`src/rtl/dmd_pkg.sv`:
```
// Shared definitions for the dual-modulus divider.
// Assumes nothing beyond a two-phase selection.
package dmd_pkg;

    // Which of the two ratios drives the current output period.
    typedef enum logic {
        PH_A = 1'b0,
        PH_B = 1'b1
    } phase_e;

endpackage

```
`src/rtl/dmd_period_timer.sv`:
```
// Period timer: counts reference cycles inside one output period,
// holds the ratio of that period, and produces the registered divided
// clock and start strobe.
// Assumes load_ratio is meaningful on the cycle where last is high; it is
// only sampled then, so the held ratio never changes mid-period.
module dmd_period_timer #(
    parameter int unsigned FW = 12
) (
    input  logic          clk,
    input  logic          rst_n,
    input  logic [FW-1:0] init_ratio,
    input  logic [FW-1:0] load_ratio,
    output logic          last,
    output logic          div_out,
    output logic          start_out
);
    localparam int unsigned CW = FW + 1;

    logic [FW-1:0] cnt_q;
    logic [FW-1:0] cnt_d;
    logic [FW-1:0] ratio_q;
    logic [FW-1:0] ratio_d;
    logic          div_q;
    logic          start_q;

    // High-time length for a ratio field: max(1, floor((field+1)/2)).
    function automatic logic [CW-1:0] high_len(input logic [FW-1:0] f);
        logic [CW-1:0] n;
        n = (CW'(f) + CW'(1)) >> 1;
        if (n == '0) n = CW'(1);
        return n;
    endfunction

    // Last reference cycle of the current period.
    assign last = (cnt_q == ratio_q);

    // Next count and next held ratio.
    always_comb begin
        cnt_d   = last ? '0 : cnt_q + FW'(1);
        ratio_d = last ? load_ratio : ratio_q;
    end

    // State and registered outputs.
    always_ff @(posedge clk) begin
        if (!rst_n) begin
            cnt_q   <= '0;
            ratio_q <= init_ratio;
            div_q   <= 1'b1;
            start_q <= 1'b1;
        end else begin
            cnt_q   <= cnt_d;
            ratio_q <= ratio_d;
            div_q   <= (CW'(cnt_d) < high_len(ratio_d));
            start_q <= last;
        end
    end

    assign div_out   = div_q;
    assign start_out = start_q;

    // Position never passes the held ratio.
    assert_cnt_bound_R4: assert property (@(posedge clk) disable iff (!rst_n)
        cnt_q <= ratio_q);

    // Held ratio changes only at a period boundary.
    assert_ratio_hold_R9: assert property (@(posedge clk) disable iff (!rst_n)
        !start_q |-> $stable(ratio_q));

    // Divided clock rises only on the first cycle of a period.
    assert_rise_at_start_R6: assert property (@(posedge clk) disable iff (!rst_n)
        $rose(div_q) |-> start_q);

    // First cycle of every period is high.
    assert_start_high_R7: assert property (@(posedge clk) disable iff (!rst_n)
        start_q |-> div_q);

endmodule

```
`src/rtl/dmd_phase_seq.sv`:
```
// Phase sequencer: counts completed periods in the active phase and
// decides, at each period end, whether the next period uses ratio A or B.
// Assumes adv is high for exactly one cycle per period (its last cycle).
module dmd_phase_seq
    import dmd_pkg::*;
#(
    parameter int unsigned FW = 12
) (
    input  logic          clk,
    input  logic          rst_n,
    input  logic          adv,
    input  logic          dual_en,
    input  logic [FW-1:0] reps_a,
    input  logic [FW-1:0] reps_b,
    output phase_e        phase,
    output phase_e        phase_nxt
);
    phase_e        phase_q;
    logic [FW-1:0] rep_q;
    logic [FW-1:0] rep_d;

    // Next phase and repeat count at a period end.
    always_comb begin
        phase_nxt = phase_q;
        rep_d     = rep_q;
        if (adv) begin
            if (!dual_en) begin
                phase_nxt = PH_A;
                rep_d     = '0;
            end else if (phase_q == PH_A) begin
                if (rep_q >= reps_a) begin
                    phase_nxt = PH_B;
                    rep_d     = '0;
                end else begin
                    rep_d = rep_q + FW'(1);
                end
            end else begin
                if (rep_q >= reps_b) begin
                    phase_nxt = PH_A;
                    rep_d     = '0;
                end else begin
                    rep_d = rep_q + FW'(1);
                end
            end
        end
    end

    // Phase and repeat registers.
    always_ff @(posedge clk) begin
        if (!rst_n) begin
            phase_q <= PH_A;
            rep_q   <= '0;
        end else begin
            phase_q <= phase_nxt;
            rep_q   <= rep_d;
        end
    end

    assign phase = phase_q;

    // Single mode always returns to ratio A after a boundary.
    assert_single_to_a_R1: assert property (@(posedge clk) disable iff (!rst_n)
        (adv && !dual_en) |=> (phase_q == PH_A));

    // Repeat count restarts whenever the phase switches.
    assert_rep_clear_R2: assert property (@(posedge clk) disable iff (!rst_n)
        (adv && (phase_nxt != phase_q)) |=> (rep_q == '0));

endmodule

```
`src/rtl/dualmod_clkdiv.sv`:
```
// Dual-modulus alternating clock divider top.
// Joins the period timer and phase sequencer; picks which ratio field
// feeds the next period. Assumes fields are stable around the last
// cycle of a period if a defined switch-over point is wanted.
module dualmod_clkdiv
    import dmd_pkg::*;
#(
    parameter int unsigned FW = 12
) (
    input  logic          clk,
    input  logic          rst_n,
    input  logic          dual_en,
    input  logic [FW-1:0] ratio_a,
    input  logic [FW-1:0] count_a,
    input  logic [FW-1:0] ratio_b,
    input  logic [FW-1:0] count_b,
    output logic          div_clk,
    output logic          period_start,
    output logic          phase_b
);
    logic          last;
    phase_e        phase;
    phase_e        phase_nxt;
    logic [FW-1:0] next_ratio;

    // Ratio loaded for the next period follows the next phase.
    always_comb begin
        next_ratio = (phase_nxt == PH_B) ? ratio_b : ratio_a;
    end

    dmd_period_timer #(.FW(FW)) u_timer (
        .clk        (clk),
        .rst_n      (rst_n),
        .init_ratio (ratio_a),
        .load_ratio (next_ratio),
        .last       (last),
        .div_out    (div_clk),
        .start_out  (period_start)
    );

    dmd_phase_seq #(.FW(FW)) u_seq (
        .clk       (clk),
        .rst_n     (rst_n),
        .adv       (last),
        .dual_en   (dual_en),
        .reps_a    (count_a),
        .reps_b    (count_b),
        .phase     (phase),
        .phase_nxt (phase_nxt)
    );

    assign phase_b = (phase == PH_B);

    // Phase indicator only moves on the first cycle of a period.
    assert_phase_at_start_R3: assert property (@(posedge clk) disable iff (!rst_n)
        !period_start |-> $stable(phase_b));

endmodule

```
`config.mk`:
```
export PLATFORM = sky130hd
export DESIGN_NAME = dualmod_clkdiv
export DESIGN_NICKNAME = d
export VERILOG_FILES = /design/src/rtl/dmd_pkg.sv /design/src/rtl/dmd_period_timer.sv /design/src/rtl/dmd_phase_seq.sv /design/src/rtl/dualmod_clkdiv.sv
export SDC_FILE = /design/constraint.sdc
export NUM_CORES = 1
export LEC_CHECK = 0
export BUFFER_PORTS_ARGS = -buffer_cell sky130_fd_sc_hd__buf_2
export CAP_MARGIN = 25
export CORE_MARGIN = 10
export CORE_UTILIZATION = 57
export CTS_CLUSTER_DIAMETER = 60
export DETAILED_ROUTE_END_ITERATION = 10
export PLACE_DENSITY = 0.89
export SLEW_MARGIN = 20
export SYNTH_ARGS = -nofsm -noshare
export SYNTH_HDL_FRONTEND = slang
export SYNTH_SLANG_ARGS = --single-unit
```
`constraint.sdc`:
```
create_clock -name clk -period 5.25 [get_ports clk]
set_input_delay 0.2625 -clock clk [delete_from_list [all_inputs] [get_ports clk]]
set_output_delay 0.2625 -clock clk [all_outputs]
set_load 0.02 [all_outputs]
```
==> flow_summary.json, run 1 <==
{
  "cpMostUsedCell": "nand2b_1",
  "drt_iter0_drc": 302,
  "finalCritPeriodShare_pct": 95.1,
  "final_area_um2": 3790,
  "setup.worst_path.class": "reg -> reg",
  "drtAntennaViolNets": 0,
  "power_density_nw_per_um2": 187,
  "hold_ws_ns": 0.212,
  "synthCells": 401,
  "final_cell_mix": "53 x nor2_1, 53 x buf_2, 40 x nand2_1",
  "via_per_inst": 5.92,
  "drive_gt1_share_pct": 22.2,
  "place.gp.congestion": 0.954,
  "status": "complete, no violations",
  "diodes": 0,
  "drv_cap": 0,
  "synth-async-reset-ratio_pct": 0,
  "synthTopCellsByArea": "dfxtp_1 24%, ha_1 15%, xnor2_1 6.5%",
  "die_y_um": 95.2,
  "drt_wl_total_um": 8650,
  "area_delta_synth_final_pct": 17.7,
  "ys_seq_area_share_pct": 24.2,
  "critPathTopFamily": "simple AND/OR/NAND/NOR gates",
  "root_buffer": "clkbuf_8",
  "endpoint_kind": "flip-flop",
  "cts_hold_buf": 0,
  "synth-edff-count": 0,
  "finalSetupViolations": 0,
  "htreeDepth": 2,
  "start_util_pct": 58.5,
  "crit_fanout": 8,
  "fillers": 428,
  "syn_nets": 490,
  "port_buffers": 53,
  "seq_area_um2": 782,
  "finalClockSkew_ns": 0.00689,
  "max_slew_margin_pct": 47.6,
  "yosysWarnings": 0,
  "drc": 0,
  "synthDominantCellAreaShare_pct": 24.2,
  "grt_pass1_wl_um": 13900,
  "cpPeakStageDelay_ns": 0.57,
  "peakVddDrop_mv": 0.0842,
  "multiInputGateArea_um2": 2330,
  "leakage_nw": 1.70,
  "cts.sinks": 39,
  "design.core.area_um2": 5510,
  "vias": 3173,
  "cts_tree": "built",
  "ys.flop_type": "dfxtp_1",
  "min_path_type": "in -> reg",
  "layout_min_cycle_time_ns": 4.99,
  "layout.cells.non_filler": 536,
  "placedInstanceArea_um2": 3590,
  "dp.cells": 522,
  "insertion_delay_ns": 0.30,
  "netlist-cell-type-count": 56,
  "grt_pass1_vias": 3076,
  "cts_buffers": 5,
  "arrival_ns": 5.23,
  "fp-row-count": 27,
  "nNetsFinal": 552,
  "antenna_found_initial": 0,
  "slew_viol_final": 0,
  "worstPathRequired_ns": 5.49,
  "slowest_stage": "or4_1",
  "clkTransAtPathRegs_ns": 0.08,
  "first_pass_iters": 7,
  "track_usage_pct": 18.8,
  "io_pins": 54,
  "crit_buf_inv": 2,
  "ys_seq_elements": 39,
  "grt_overflow_total": 0,
  "worstMarginPinSlew_ns": 0.781,
  "syn-cell-area_um2": 3220,
  "wl_per_cell_um": 16.1,
  "grt_max_degree": 25,
  "die-area_um2": 9060,
  "fmax_ghz": 0.200,
  "critPathLaunchType": "flip-flop",
  "avgSynthCellArea_um2": 8.04,
  "cts_max_path_buffers": 2,
  "die_w_um": 95.2,
  "yosysTopAreaCell": "dfxtp_1",
  "hold_viol_final": 0,
  "dp_hpwl_um": 6800
}
==> power breakdown <==
part | total, mW | switching [mW] | internal (mW)
sequential | 0.318 | 0.0106 | 0.308
clock | 0.229 | 0.110 | 0.119
combinational | 0.163 | 0.0859 | 0.0772
total | 0.711 | 0.206 | 0.505
==> worst register-to-register path: cells and delay by family (launching register included) <==
kind	cells	cell delay, ns
and+or+nand+nor	10	1.90
AOI/OAI and AO/OA	10	1.78
adders and majority gates	2	0.53
DFF	1	0.36
buffers and inverters	2	0.22
xor gates and xnor gates	1	0.14
==> per-layer routing <==
layer / vias up / track usage [%] / wire length, um
li1: 1538 / - / -
met1: 1499 / 20.3 / 3540
met2: 109 / 34.4 / 4340
met3: 27 / 3.77 / 473
met4: 0 / 8.23 / 289
met5: - / 0 / 0
==> worst paths after layout <==
check | start | to | slack, ns | cells past startpoint
setup reg to reg | u_seq.rep_q[0] | u_timer.div_out | 0.26 | 25
hold reg to reg | u_timer.cnt_q[0] | u_timer.cnt_q[0] | 0.55 | 1
hold / removal | ratio_a[6] | u_timer.ratio_q[6] | 0.21 | 2
setup / recovery | u_seq.rep_q[0] | u_timer.div_out | 0.26 | 25
==> registers in the layout, summed over array words and instances, names as in the netlist <==
register	cells
u_timer.ratio_q	12
u_timer.cnt_q	12
u_timer.start_out	1
u_seq.rep_q	12
u_seq.phase	1
u_timer.div_out	1
==> cells by family (layout without fill, tap and decap cells) <==
family | Yosys count | after routing | share of synthesized area, %
muxes | 15 | 15 | 5.09
DFF | 39 | 39 | 24.2
and+or+nand+nor | 163 | 163 | 25.2
xor gates and xnor gates | 42 | 42 | 11.4
AOI/OAI and AO/OA | 60 | 60 | 14.0
buffers and inverters | 44 | 107 | 5.28
adders and majority gates | 38 | 38 | 14.8
==> cell type report <==
| type | count | share of cell area [%] |
|---|---|---|
| multi-input cells | 318 | 61.5 |
| repair buffers | 65 | 9.37 |
| inverters | 34 | 3.36 |
| clock buffers | 7 | 2.54 |
| flip-flops and latches | 39 | 20.6 |
| well taps | 72 | 2.37 |
| clock inverters | 1 | 0.198 |
==> cells in the mapped netlist (all sizes together) (7+ instances only) <==
library cell,number
and3,7
a21oi,15
mux2,11
nand4,12
o21ai,9
nand2,41
inv,34
a311oi,9
nand3,12
xnor2,24
nor2,53
ha,38
xor2,18
dfxtp,39
==> metrics by stage <==
stage / utilization (%) / setup TNS, ns / setup WS [ns] / power (mW)
after floorplan: - / 0 / 0.693 / 0.421
after global placement: 65.1 / 0 / 0.438 / 0.464
after detailed placement: 65.1 / 0 / 0.210 / 0.471
after CTS: 67.0 / 0 / 0.185 / 0.696
after global routing: 68.9 / -0.0387 / -0.0387 / 0.741
final: 68.9 / 0 / 0.259 / 0.711
==> timing repair <==
| action | 4_1_cts | 5_1_grt |
|---|---|---|
| setup buffers | 0 | 6 |
| endpoints found under the setup margin | 0 | 1 |
| hold endpoints to repair | 0 | 0 |
| resized for setup | 0 | 10 |
Note: power is estimated with default switching activity, not from simulation.
==> run 2, diff against run 1 <==
Settings changed: CORE_MARGIN 10 to 3, SLEW_MARGIN 20 to not set.
==> flow_summary.json, run 2 (synthesis gave the netlist of run 1 again) <==
{
  "finalCritPeriodShare_pct": 95.2,
  "power_density_nw_per_um2": 183,
  "io_pins": 54,
  "finalClockSkew_ns": 0.00472,
  "r2r.worst_path.cells": 25,
  "grt_overflow_total": 0,
  "start_util_pct": 61.2,
  "drt_iter0_drc": 344,
  "insertion_delay_ns": 0.29,
  "critPathLaunchType": "flip-flop",
  "final_cell_mix": "53 x buf_2, 52 x nor2_1, 40 x nand2_1",
  "cts_hold_buf": 0,
  "multiInputGateArea_um2": 2320,
  "final_area_um2": 3750,
  "htreeDepth": 2,
  "hold_viol_final": 0,
  "area_delta_synth_final_pct": 16.4,
  "min_path_type": "in -> reg",
  "slowest_stage": "a311oi_4",
  "cts_buffers": 5,
  "vias": 3213,
  "leakage_nw": 1.68,
  "endpoint_kind": "flip-flop",
  "hold_depth": 2,
  "slew_viol_final": 0,
  "drc": 0,
  "fin_util_pct": 71.2,
  "seq_area_um2": 781,
  "root_buffer": "clkbuf_8",
  "dp_hpwl_um": 6430,
  "arrival_ns": 5.23,
  "placedInstanceArea_um2": 3580,
  "diodes": 0,
  "place.gp.congestion": 0.965,
  "peakVddDrop_mv": 0.0929,
  "grt_pass1_wl_um": 13400,
  "design.core.area_um2": 5270,
  "fp-row-count": 26,
  "via_per_inst": 6.03,
  "cts_tree": "built",
  "worstPathRequired_ns": 5.48,
  "cts_max_path_buffers": 2,
  "crit_fanout": 8,
  "finalSetupViolations": 0,
  "track_usage_pct": 25.6,
  "max_slew_margin_pct": 49.4,
  "worstMarginPinSlew_ns": 0.754,
  "nNetsFinal": 551,
  "fin_tns_setup_ns": 0,
  "grt_pass1_vias": 3017,
  "port_buffers": 53,
  "final_common_cell": "buf_2",
  "status": "complete, no violations",
  "clkTransAtPathRegs_ns": 0.08,
  "cpPeakStageDelay_ns": 0.41,
  "fillers": 417,
  "cts.sinks": 39,
  "wl_per_cell_um": 16.2,
  "fmax_ghz": 0.200,
  "grt_max_degree": 23,
  "setup.worst_path.class": "reg -> reg",
  "drtAntennaViolNets": 0,
  "antenna_found_initial": 0,
  "biggestRegsByFlops": "u_seq.rep_q: 12 flops, u_timer.cnt_q: 12 flops, u_timer.ratio_q: 12 flops",
  "die_y_um": 81.2,
  "die_w_um": 81.2,
  "drt_wl_total_um": 8660,
  "layout_min_cycle_time_ns": 5.00,
  "die-area_um2": 6590,
  "first_pass_iters": 5,
  "drv_cap": 0,
  "drive_gt1_share_pct": 21.4,
  "cpMostUsedCell": "nand2b_1"
}
run 2: layout make-up:
type	instances	share of cell area, %
repair buffers	64	9.27
clock buffers	6	1.93
clock inverters	2	0.334
flip-flops and latches	39	20.8
well taps	70	2.33
multi-input cells	318	61.9
inverters	34	3.40
run 2: final timing paths:
kind | from | endpoint | slack (ns)
setup reg to reg | u_seq.rep_q[0] | u_timer.div_out | 0.25
hold / removal | ratio_a[1] | u_timer.ratio_q[1] | 0.22
hold reg to reg | u_seq.phase | u_seq.phase | 0.53
setup / recovery | u_seq.rep_q[0] | u_timer.div_out | 0.25
run 2: worst max-delay path: cells and delay by family, from the launching register on:
kind	cells	cell delay (ns)
compound gates	10	2.29
xor+xnor	1	0.13
fa+ha+maj	3	0.75
buf+inv	1	0.08
flops	1	0.40
simple gates	10	1.25
run 2: layer usage:
metal	GRT usage [%]	wire, um	up-vias
li1	-	-	1538
met2	44.4	4140	170
met5	0	0	-
met1	32.2	3570	1477
met3	4.55	710	28
met4	7.77	234	0
run 2: what timing repair did:
item | 4_1_cts | 5_1_grt
setup endpoints to repair | 0 | 1
resized for setup | 0 | 7
setup buffers | 0 | 6
run 2: power breakdown:
| group | internal [mW] | total [mW] | switching (mW) |
|---|---|---|---|
| Combinational | 0.0762 | 0.162 | 0.0860 |
| Sequential | 0.308 | 0.319 | 0.0114 |
| Clock | 0.0930 | 0.206 | 0.113 |
run 2: through the flow:
step,power (mW),setup slack (ns),hold WS [ns],cells
detailed placement,0.471,0.152,0.515,519
finish,0.688,0.254,0.220,533
global placement,0.465,0.430,0.498,519
floorplan,0.421,0.693,0.395,401
global route,0.719,-0.0989,0.214,533
CTS,0.669,0.103,0.214,527
==> run 3, diff against run 2 <==
==> constraint.sdc (replaced) <==
create_clock -name clk -period 5.25 [get_ports clk]
set_input_delay 1.05 -clock clk [delete_from_list [all_inputs] [get_ports clk]]
set_output_delay 1.05 -clock clk [all_outputs]
set_load 0.02 [all_outputs]
==> flow_summary.json, run 3 (synthesis gave the netlist of run 1 again) <==
{
  "peakVddDrop_mv": 0.0919,
  "p_total_mw": 0.765,
  "diodes": 0,
  "via_per_inst": 6.13,
  "track_usage_pct": 28.0,
  "critPathLaunchType": "input pin",
  "root_buffer": "clkbuf_8",
  "reg2reg_to": "u_timer.div_out",
  "die_y_um": 81.2,
  "hp-start": "u_timer.cnt_q[0]",
  "violations": "setup timing",
  "placedInstanceArea_um2": 3730,
  "r2r_start": "u_seq.rep_q[0]",
  "min_path_type": "reg -> reg",
  "slowest_stage": "or4_4",
  "leakage_nw": 1.80,
  "max_slew_margin_pct": 63.9,
  "final_cell_mix": "53 x buf_2, 50 x nor2_1, 40 x nand2_1",
  "worstPathRequired_ns": 5.49,
  "fillers": 378,
  "r2r.worst_path.cells": 25,
  "cpPeakStageDelay_ns": 0.52,
  "power_density_nw_per_um2": 194,
  "status": "complete, but fails checks",
  "hold_viol_final": 0,
  "fin_tns_setup_ns": -0.0102,
  "cts_max_path_buffers": 2,
  "slew_viol_final": 0,
  "hold_depth": 1,
  "finalSetupViolations": 1,
  "crit_fanout": 7,
  "drc": 0,
  "vias": 3381,
  "grt_pass1_vias": 3255,
  "drv_cap": 0,
  "dp_hpwl_um": 6790,
  "endpoint_kind": "flip-flop",
  "arrival_ns": 5.50,
  "worstMarginPinSlew_ns": 0.542,
  "port_buffers": 53,
  "start_util_pct": 61.2,
  "insertion_delay_ns": 0.31,
  "grt_max_degree": 30,
  "area_delta_synth_final_pct": 22.4,
  "cts_buffers": 5,
  "place.gp.congestion": 0.940,
  "die_w_um": 81.2,
  "antenna_found_initial": 0,
  "io_pins": 54,
  "biggestRegsByFlops": "u_seq.rep_q: 12 flops, u_timer.cnt_q: 12 flops, u_timer.ratio_q: 12 flops",
  "die-area_um2": 6590,
  "final_area_um2": 3950,
  "fmax_ghz": 0.190,
  "wl_per_cell_um": 17.2,
  "setup.worst_path.class": "in -> reg",
  "clkTransAtPathRegs_ns": 0.08,
  "fin_ws_ns": -0.0102,
  "cts_hold_buf": 0,
  "fin_util_pct": 74.9,
  "drt_iter0_drc": 281,
  "nNetsFinal": 570,
  "finalCritPeriodShare_pct": 100,
  "first_pass_iters": 5,
  "grt_overflow_total": 0,
  "drt_wl_total_um": 9470,
  "finalClockSkew_ns": 0.00590,
  "hold_ws_ns": 0.544,
  "whs_endpoint": "u_timer.cnt_q[0]",
  "design.core.area_um2": 5270,
  "drtAntennaViolNets": 0,
  "layout_min_cycle_time_ns": 5.26,
  "reg2reg_setup_slack_ns": 0.30,
  "htreeDepth": 2,
  "final_common_cell": "buf_2",
  "cts_tree": "built",
  "fp-row-count": 26,
  "drive_gt1_share_pct": 26.1,
  "cts.sinks": 39,
  "grt_pass1_wl_um": 14500
}
-- run 3: changes by cell type in the layout (fill, tap and decap cells not counted), sizes merged --
cell,previous run,this run
buf,64,83
bufinv,0,1
clkbuf,6,5
clkinv,1,2
clkinvlp,1,0
-- run 3: worst max-delay path, delay by kind of cell --
family                   cells  cell delay [ns]
XOR/XNOR                     1             0.13
AO/OA/AOI/OAI               10             1.86
buffers and inverters        2             0.28
adder cells (fa/ha/maj)      2             0.52
AND/OR/NAND/NOR             10             1.64
-- run 3: layout make-up --
cell class / instances / area, um2 / share of cell area [%]
Multi-Input combinational cell: 318 / 2350 / 59.5
Inverter: 34 / 128 / 3.23
Clock inverter: 3 / 43.8 / 1.11
Tap cell: 70 / 87.6 / 2.22
Clock buffer: 5 / 68.8 / 1.74
Sequential cell: 39 / 781 / 19.8
Timing Repair Buffer: 83 / 490 / 12.4
-- run 3: routing by layer --
layer	global-route usage (%)	up-vias	share of wire, %
li1	-	1570	-
met1	33.1	1586	40
met2	49.4	181	48
met3	5.21	44	7.3
met4	11.5	0	4.0
met5	0	-	0
-- run 3: power by group --
| part | switching, mW | internal (mW) |
|---|---|---|
| combinational | 0.0946 | 0.0876 |
| clock | 0.121 | 0.142 |
| sequential | 0.0123 | 0.308 |
-- run 3: stage by stage --
step                      std cells  setup slack, ns
final                           552          -0.0102
after global routing            552           -0.281
after floorplan                 401           0.0591
after CTS                       548           0.0815
after global placement          540           0.0292
after detailed placement        540           -0.181
-- run 3: what timing repair did --
action                                  in CTS  in global routing
buffers inserted                             0                  4
resized for setup                            0                 16
endpoints found under the setup margin       0                  1
-- run 3: worst max-delay path by stage --
stage                      endpoint  slack, ns       start  depth (start not counted)
finish              u_timer.div_out      -0.01  count_b[0]                         25
global route        u_timer.div_out      -0.28  count_b[0]                         25
CTS                 u_timer.div_out       0.08  count_b[0]                         25
detailed placement  u_timer.div_out      -0.18  count_b[7]                         25
global placement    u_timer.div_out       0.03  count_b[0]                         25
floorplan           u_timer.div_out       0.06  count_b[7]                         24
